**src/rtl/spectral_mode_selector.sv**
```systemverilog
`timescale 1ns/1ps
module spectral_mode_selector #(
  parameter int MAG_W          = 32,
  parameter int IDX_W          = 10,
  parameter int SEARCH_BINS    = 512,
  parameter int CARRIER_LO_BIN = 64,
  parameter int CARRIER_HI_BIN = 128,
  parameter int WIN_W          = 6
) (
  input  logic             clk,
  input  logic             rst_n,
  input  logic [MAG_W-1:0] bin_mag,
  input  logic [IDX_W-1:0] bin_idx,
  input  logic             bin_valid,
  input  logic             bin_last,
  output logic             bin_ready,
  input  logic [MAG_W-1:0] noise_thresh,
  input  logic [WIN_W-1:0] near_win,
  output logic [1:0]       mode_code,
  output logic             mode_valid,
  input  logic             mode_ready
);
  localparam int DIST_W = IDX_W + 1;
  localparam logic [DIST_W-1:0] LIMIT  = DIST_W'(SEARCH_BINS);
  localparam logic [IDX_W-1:0]  LO_IDX = IDX_W'(CARRIER_LO_BIN);
  localparam logic [IDX_W-1:0]  HI_IDX = IDX_W'(CARRIER_HI_BIN);

  localparam logic [1:0] CODE_AMP   = 2'b00;
  localparam logic [1:0] CODE_FREQ  = 2'b01;
  localparam logic [1:0] CODE_PHASE = 2'b10;

  logic             pend;
  logic             have;
  logic [MAG_W-1:0] best_mag;
  logic [IDX_W-1:0] best_idx;
  logic [1:0]       code_q;

  function automatic logic [DIST_W-1:0] gap(input logic [IDX_W-1:0] a,
                                            input logic [IDX_W-1:0] b);
    logic [DIST_W-1:0] ea, eb;
    ea = {1'b0, a};
    eb = {1'b0, b};
    return (ea >= eb) ? (ea - eb) : (eb - ea);
  endfunction

  wire take     = bin_valid && !pend;
  wire in_range = {1'b0, bin_idx} < LIMIT;
  wire better   = in_range && (!have || (bin_mag > best_mag) ||
                  ((bin_mag == best_mag) && (bin_idx < best_idx)));

  wire [MAG_W-1:0] cand_mag  = better ? bin_mag : best_mag;
  wire [IDX_W-1:0] cand_idx  = better ? bin_idx : best_idx;
  wire             cand_have = have || better;

  wire [DIST_W-1:0] win_ext = DIST_W'(near_win);
  wire noisy   = cand_have && (cand_mag > noise_thresh);
  wire near_lo = gap(cand_idx, LO_IDX) <= win_ext;
  wire near_hi = gap(cand_idx, HI_IDX) <= win_ext;

  wire [1:0] verdict = !noisy              ? CODE_AMP   :
                       (near_lo || near_hi) ? CODE_PHASE : CODE_FREQ;

  always_ff @(posedge clk) begin
    if (!rst_n) begin
      pend     <= 1'b0;
      have     <= 1'b0;
      best_mag <= '0;
      best_idx <= '0;
      code_q   <= CODE_AMP;
    end else begin
      if (take) begin
        if (bin_last) begin
          pend     <= 1'b1;
          code_q   <= verdict;
          have     <= 1'b0;
          best_mag <= '0;
          best_idx <= '0;
        end else if (better) begin
          have     <= 1'b1;
          best_mag <= bin_mag;
          best_idx <= bin_idx;
        end
      end
      if (pend && mode_ready) pend <= 1'b0;
    end
  end

  assign bin_ready  = !pend;
  assign mode_valid = pend;
  assign mode_code  = code_q;
endmodule

```
**config.mk**
```make
export PLATFORM = sky130hd
export DESIGN_NAME = spectral_mode_selector
export DESIGN_NICKNAME = d
export VERILOG_FILES = /design/src/rtl/spectral_mode_selector.sv
export SDC_FILE = /design/constraint.sdc
export NUM_CORES = 1
export LEC_CHECK = 0
export CORE_MARGIN = 8
export CORE_UTILIZATION = 41
export CTS_CLUSTER_SIZE = 30
export DETAILED_ROUTE_END_ITERATION = 8
export GPL_TIMING_DRIVEN = 0
export HOLD_SLACK_MARGIN = 0.03
export PLACE_DENSITY = 0.69
export SLEW_MARGIN = 20
export SYNTH_ARGS = -nofsm -noshare
export SYNTH_HDL_FRONTEND = slang
export SYNTH_SLANG_ARGS = --single-unit
```
**constraint.sdc**
```tcl
create_clock -name clk -period 8.5 [get_ports clk]
set_input_delay 1.7 -clock clk [delete_from_list [all_inputs] [get_ports clk]]
set_output_delay 1.7 -clock clk [all_outputs]
set_load 0.005 [all_outputs]
```
=== Yosys cells after proc, flatten, opt, wreduce, memory -nomap -nowiden ===
Index checks and enable logic that the tools add are counted.

* Register bits: 46
* Latch bits: 0
* Memory bits (writable): 0
* ROM bits: 0
* Input bits: 85
* Word-level logic and storage cells: 44
* Memories: 0

* Add/subtract/negate cells: 4
* $mul: 0
* Divide/modulo/power cells: 0
* Magnitude comparators: 8
* Equal/unequal tests: 1
* Shifts and indexed selects: 0
* Multiplexer cells: 10
* Bitwise logic cells: 1
* Reduce and logical (&&, ||, !) cells: 15

{| class="wikitable"
|+ Operators with widths
! operator !! count
|-
| 32-bit greater-than comparator || 2
|-
| 32-bit 2-to-1 mux || 2
|-
| 32-bit == test || 1
|-
| 11-bit by 6-bit less-or-equal comparator with 1-bit output || 2
|-
| 11-bit 2-to-1 mux || 2
|-
| 10-bit 2-to-1 mux || 2
|-
| 10-bit by 7-bit subtractor with 11-bit output (second input constant) || 1
|-
| 10-bit by 8-bit subtractor with 11-bit output (second input constant) || 1
|-
| 7-bit by 10-bit subtractor with 11-bit output (first input constant) || 1
|-
| 8-bit by 10-bit subtractor with 11-bit output (first input constant) || 1
|-
| 10-bit by 7-bit greater-or-equal comparator with 1-bit output (second input constant) || 1
|-
| 10-bit by 8-bit greater-or-equal comparator with 1-bit output (second input constant) || 1
|-
| 10-bit less-than comparator || 1
|-
| 10-bit less-than comparator (second input constant) || 1
|-
| 1-bit logical AND || 5
|-
| 1-bit logical OR || 4
|-
| 2-bit 2-to-1 mux || 2
|-
| 2-bit AND reduction || 2
|-
| 1-bit zero test || 2
|-
| 1-bit 2-to-1 mux || 2
|-
| 2-bit nonzero test || 1
|-
| 2-bit OR reduction || 1
|-
| 1-bit NOT || 1
|}

=== Depth between registers and ports, before layout ===
* Depth in word-level cells: 11
* Mapped depth: 30

=== Worst setup path after synthesis ===
OpenSTA, ideal clock, no wires.

* Kind: input -> register
* Start: in bin_mag[14]
* End: reg code_q[0] (netlist: mode_code[0])
* Data arrival time: 6.892 ns
* Data required time: 8.383 ns
* Path slack: 1.491 ns
* Stages on the path: 26
* Buffers on the path: 2
* Path through: ha_1 nand4_1 nor4_1 a31oi_1 or4_1 nand2_4 buf_2 mux2i_1 ha_1 or3b_1 or3_1 nor3b_1 o21ai_1 o311a_1 buf_2 mux2_2 ha_1 nor2b_1 o21a_1 o21ai_0 nand2b_1 a21oi_1 nor2b_1 o22ai_1 nand2_1 a32o_1

* Cells in the longest elaborated chain, start to end: 11
* Elaborated cells between the ends (all ways): 24
* Classes of those cells: 4 x add/sub; 6 x order compare; 1 x eq/ne; 6 x mux; 7 x reduce/logical

{| class="wikitable"
|+ Ends and longest elaborated chain
! element !! RTL line !! text
|-
| from (decl) || 12 || <nowiki>input logic [MAG_W-1:0] bin_mag,</nowiki>
|-
| 32-bit greater-than comparator / 32-bit == test (equally long branches) || 48, 49 ||
|-
| 1-bit logical OR / 1-bit logical AND (equally long branches) || 48, 49 ||
|-
| 1-bit logical OR || 48 || <nowiki>wire better = in_range && (!have || (bin_mag > best_mag) ||</nowiki>
|-
| 1-bit logical AND || 48 ||
|-
| 10-bit 2-to-1 mux || n/a ||
|-
| 7-bit by 10-bit subtractor with 11-bit output, or another cell as far along || 43 || <nowiki>return (ea >= eb) ? (ea - eb) : (eb - ea);</nowiki>
|-
| 11-bit 2-to-1 mux || 43 ||
|-
| 11-bit by 6-bit less-or-equal comparator with 1-bit output, on equally long branches || 57, 58 ||
|-
| 1-bit logical OR || 61 || <nowiki>(near_lo || near_hi) ? CODE_PHASE : CODE_FREQ;</nowiki>
|-
| 2-bit 2-to-1 mux || 61 ||
|-
| 2-bit 2-to-1 mux (*) || 60 || <nowiki>wire [1:0] verdict = !noisy ? CODE_AMP :</nowiki>
|-
| to (signal assigned) || 74 || <nowiki>code_q <= verdict;</nowiki>
|-
| to (decl) || 36 || <nowiki>logic [1:0] code_q;</nowiki>
|}

Mark *: on every way between the ends. The rest lies on a longest branch, timed or not.
A chain may end at the register's enable or synchronous reset.

=== Final worst setup path ===
* Start: in bin_mag[31]
* End: reg code_q[0] (netlist: mode_code[0])

The elaborated chain is that of the path after synthesis.

==> key figures <==
Setup path
  • Startpoint types: input pin
  • Setup Crit Path Kind: in -> reg
  • Reg2reg end: mode_code[0]$_SDFFE_PN0P_
  • Crit path DAT: 8.25 ns
  • Reg2reg setup slack: 1.92 ns
  • WP data required: 8.67 ns
  • Crit path max fanout: 10
  • Cells on worst reg2reg path: 27
  • RR Startpoint: best_mag[27]$_SDFFE_PN0P_
  • CP endpoint kind: flip-flop

Hold path
  • Origin of the worst min-delay path: best_mag[18]$_SDFFE_PN0P_
  • Hold Path Class: reg -> reg
  • Worst min-delay path endpoint: best_mag[18]$_SDFFE_PN0P_
  • WHS Path Cells: 2

STA
  • RSZ-0062 raised after global routing: false
  • Slew headroom: 0.319
  • Min Tclk post-route: 8.07 ns
  • Endpoints failing setup: 0
  • Tcrit/Tclk final: 0.950
  • Worst hold slack: 0.512 ns
  • Peak Freq: 0.124 GHz
  • Final hold vios: 0
  • Clock skew: 0.00396 ns
  • Worst slew pin tran: 1.01 ns
  • Max-slew violations: 0

Floorplan
  • Num rows: 40
  • Top Ports: 89
  • Starting Density: 0.417
  • Die area: 0.0159 sq mm
  • Placeable Area: 0.0119 sq mm
  • Chip Width: 126 um
  • Die Y: 126 um

Logic synthesis
  • Sequential element share of the synthesized area: 0.185
  • Synthesized cell area: 0.00496 sq mm
  • Yosys cell types: 62
  • Synth area leader: ha_1
  • Synth area leaders: ha_1 (23%), dfxtp_1 (19%), inv_1 (6.5%)
  • Syn nets: 848
  • Share of the synthesized area in the top cell type: 0.234
  • Top_reg_cell synth: dfxtp_1
  • Avg Cell Area, Syn: 7.41 sq um
  • Post-Syn Instances: 670
  • Synth warn: 0
  • Post-synth EDFFs: 0
  • Synth Register Bits: 46
  • Post-synth ARST share: 0

Power and ir drop
  • Net Switching: 0.269 mW
  • Internal: 0.487 mW
  • Sw Ratio: 0.356
  • Sequential Power Share: 0.303
  • Worst VDD drop: 0.0932 mV
  • Comb power frac: 0.436
  • PwrDens: 122 mW/mm^2
  • Clock power share: 0.261
  • Leak: 2.69 nW

Route
  • DR DRC count: 0
  • Detailed Route WL: 15300 um
  • Initial drt markers: 384
  • Per-cell routed wire length: 16.8 um
  • WL met3: 820 um
  • Met2 wire len: 7100 um
  • Detailed Routing Iterations Pass 1: 7
  • Top sig layer: met4
  • DR vias/cell: 5.68
  • DR vias: 5183
  • Antenna viol nets, final: 0
  • Met1 Wirelength: 7130 um

Layout
  • Fillers: 1192
  • Commonest non-fill, non-tap cell in the layout: ha_1
  • Final #Nets: 943
  • Ant diodes: 0
  • Number of non-filler instances in the completed layout: 913
  • Layout area overhead: 25.1%
  • Area of the multi-input gates: 0.00364 sq mm
  • Layout cells sized above 1: 0.0379
  • Sequential cell area: 921 sq um
  • Highest-count cells in the layout ignoring fill and taps: ha_1 (93), clkdlybuf4s50_1 (87), inv_1 (86)
  • Finished layout cell area: 0.00621 sq mm

GRT
  • Total gr overflow: 0
  • First-pass GRT wire length: 25000 um
  • Initial antenna violation count: 0
  • Number of global-route vias before repair: 5196
  • GRT Util Overall: 0.189
  • Largest net degree at the start of global routing: 14

Clocking
  • Clock buffer depth: 2
  • Clock transition at the registers of the reported paths: 0.06 ns
  • H-Tree Depth: 2
  • TritonCTS buffer count: 5
  • Clk Latency, worst-skew pair: 0.28 ns
  • Cts hold-fix bufs: 0
  • Clk sink count: 46
  • CTS Root Cell: clkbuf_16
  • CTS tree: done

Placement
  • Final GP Congestion: 0.918
  • Dpl hpwl: 12700 um
  • Inst Count DP: 904
  • PortBufs: 87
  • Placed cell areas: 0.00602 sq mm

Status
  • Status: completed

Job
  • # Max-Cap Violations: 0
Yosys cell counts (3+ instances only):
library cell / instances
o21a_1: 9
a2111oi_0: 3
buf_2: 5
mux2i_1: 3
xor2_1: 6
or3_1: 5
dfxtp_1: 46
or4_1: 4
o21ai_1: 3
nor3_1: 14
xnor2_1: 4
and3_1: 4
a21o_1: 14
a22oi_1: 38
nor2_1: 56
o21ai_0: 45
buf_1: 3
nor2b_1: 10
nand3_1: 17
inv_1: 86
o211ai_1: 3
nand2_1: 59
nand2b_1: 5
ha_1: 93
clkbuf_1: 16
nor4_1: 9
a31oi_1: 8
nand4_1: 14
a211oi_1: 4
a21oi_1: 43
metrics by stage:
| step | setup slack (ns) | TNS [ns] | power (mW) | util |
|---|---|---|---|---|
| floorplan | 1.49 | 0 | 0.442 | - |
| global placement | -0.113 | -0.138 | 0.551 | 0.505 |
| detailed placement | -0.130 | -0.162 | 0.557 | 0.505 |
| CTS | 0.151 | 0 | 0.755 | 0.518 |
| global route | 0.0391 | 0 | 0.808 | 0.521 |
| finish | 0.427 | 0 | 0.757 | 0.521 |
layout make-up:
cell class,count,area share
Clock inverter,1,0.000806
Sequential cell,46,0.148
Timing Repair Buffer,88,0.141
Buffer,26,0.0187
Tap cell,147,0.0296
Multi-Input combinational cell,511,0.586
Inverter,87,0.0526
Clock buffer,7,0.0230
logic make-up after synthesis:
group,synth area share
adder cells (fa/ha/maj),0.234
buffers and inverters,0.0890
flip-flops,0.185
XOR/XNOR,0.0176
multiplexers,0.00832
AND/OR/NAND/NOR,0.202
AO/OA/AOI/OAI,0.263
state kept, by name, indices dropped and copies added, names as in the netlist:
name and count:
best_idx 10, have 1, mode_valid 1, best_mag 32, mode_code 2
timing repair:
action                                  4_1_cts  5_1_grt
endpoints found under the setup margin        0        2
setup buffers                                 0        1
gates resized for setup                       0        7
power by group through the flow:
stage	clock, mW	combinational (mW)	sequential, mW
after detailed placement	0	0.324	0.234
after floorplan	0	0.210	0.232
after global routing	0.208	0.370	0.230
final	0.198	0.330	0.229
after CTS	0.200	0.326	0.229
after global placement	0	0.317	0.234
layer usage:
| layer | vias up | track usage |
|---|---|---|
| met5 | - | 0 |
| met3 | 26 | 0.0219 |
| met1 | 2393 | 0.242 |
| met2 | 171 | 0.331 |
| met4 | 0 | 0.0418 |
| li1 | 2593 | - |
how the worst max path moves through the flow:
stage                      from                         to  slack, ns
floorplan           bin_mag[14]  mode_code[0]$_SDFFE_PN0P_       1.49
global placement    bin_mag[14]  mode_code[0]$_SDFFE_PN0P_      -0.11
detailed placement  bin_mag[14]  mode_code[0]$_SDFFE_PN0P_      -0.13
CTS                 bin_mag[14]  mode_code[0]$_SDFFE_PN0P_       0.15
global route        bin_mag[31]  mode_code[0]$_SDFFE_PN0P_       0.04
finish              bin_mag[31]  mode_code[0]$_SDFFE_PN0P_       0.43
worst max-delay path, stage by stage:
cell and delay (ns):
clkdlybuf4s50_1 0.46, ha_1 0.36, nand4_2 0.21, nor4_4 0.35, a31oi_1 0.15, or4_1 0.57, nand2_4 0.16, buf_2 0.27
mux2i_2 0.34, ha_1 0.31, or3b_1 0.41, or3_1 0.42, nor3b_1 0.22, o21ai_1 0.09, o311a_1 0.12, buf_2 0.19
mux2_2 0.29, ha_1 0.31, nor2b_1 0.15, o21a_1 0.16, o21ai_0 0.14, nand2b_1 0.07, a21oi_1 0.14, nor2b_1 0.06
o22ai_1 0.23, nand2_1 0.09, a32o_1 0.25
No activity file was read; power rests on OpenSTA's default activity.
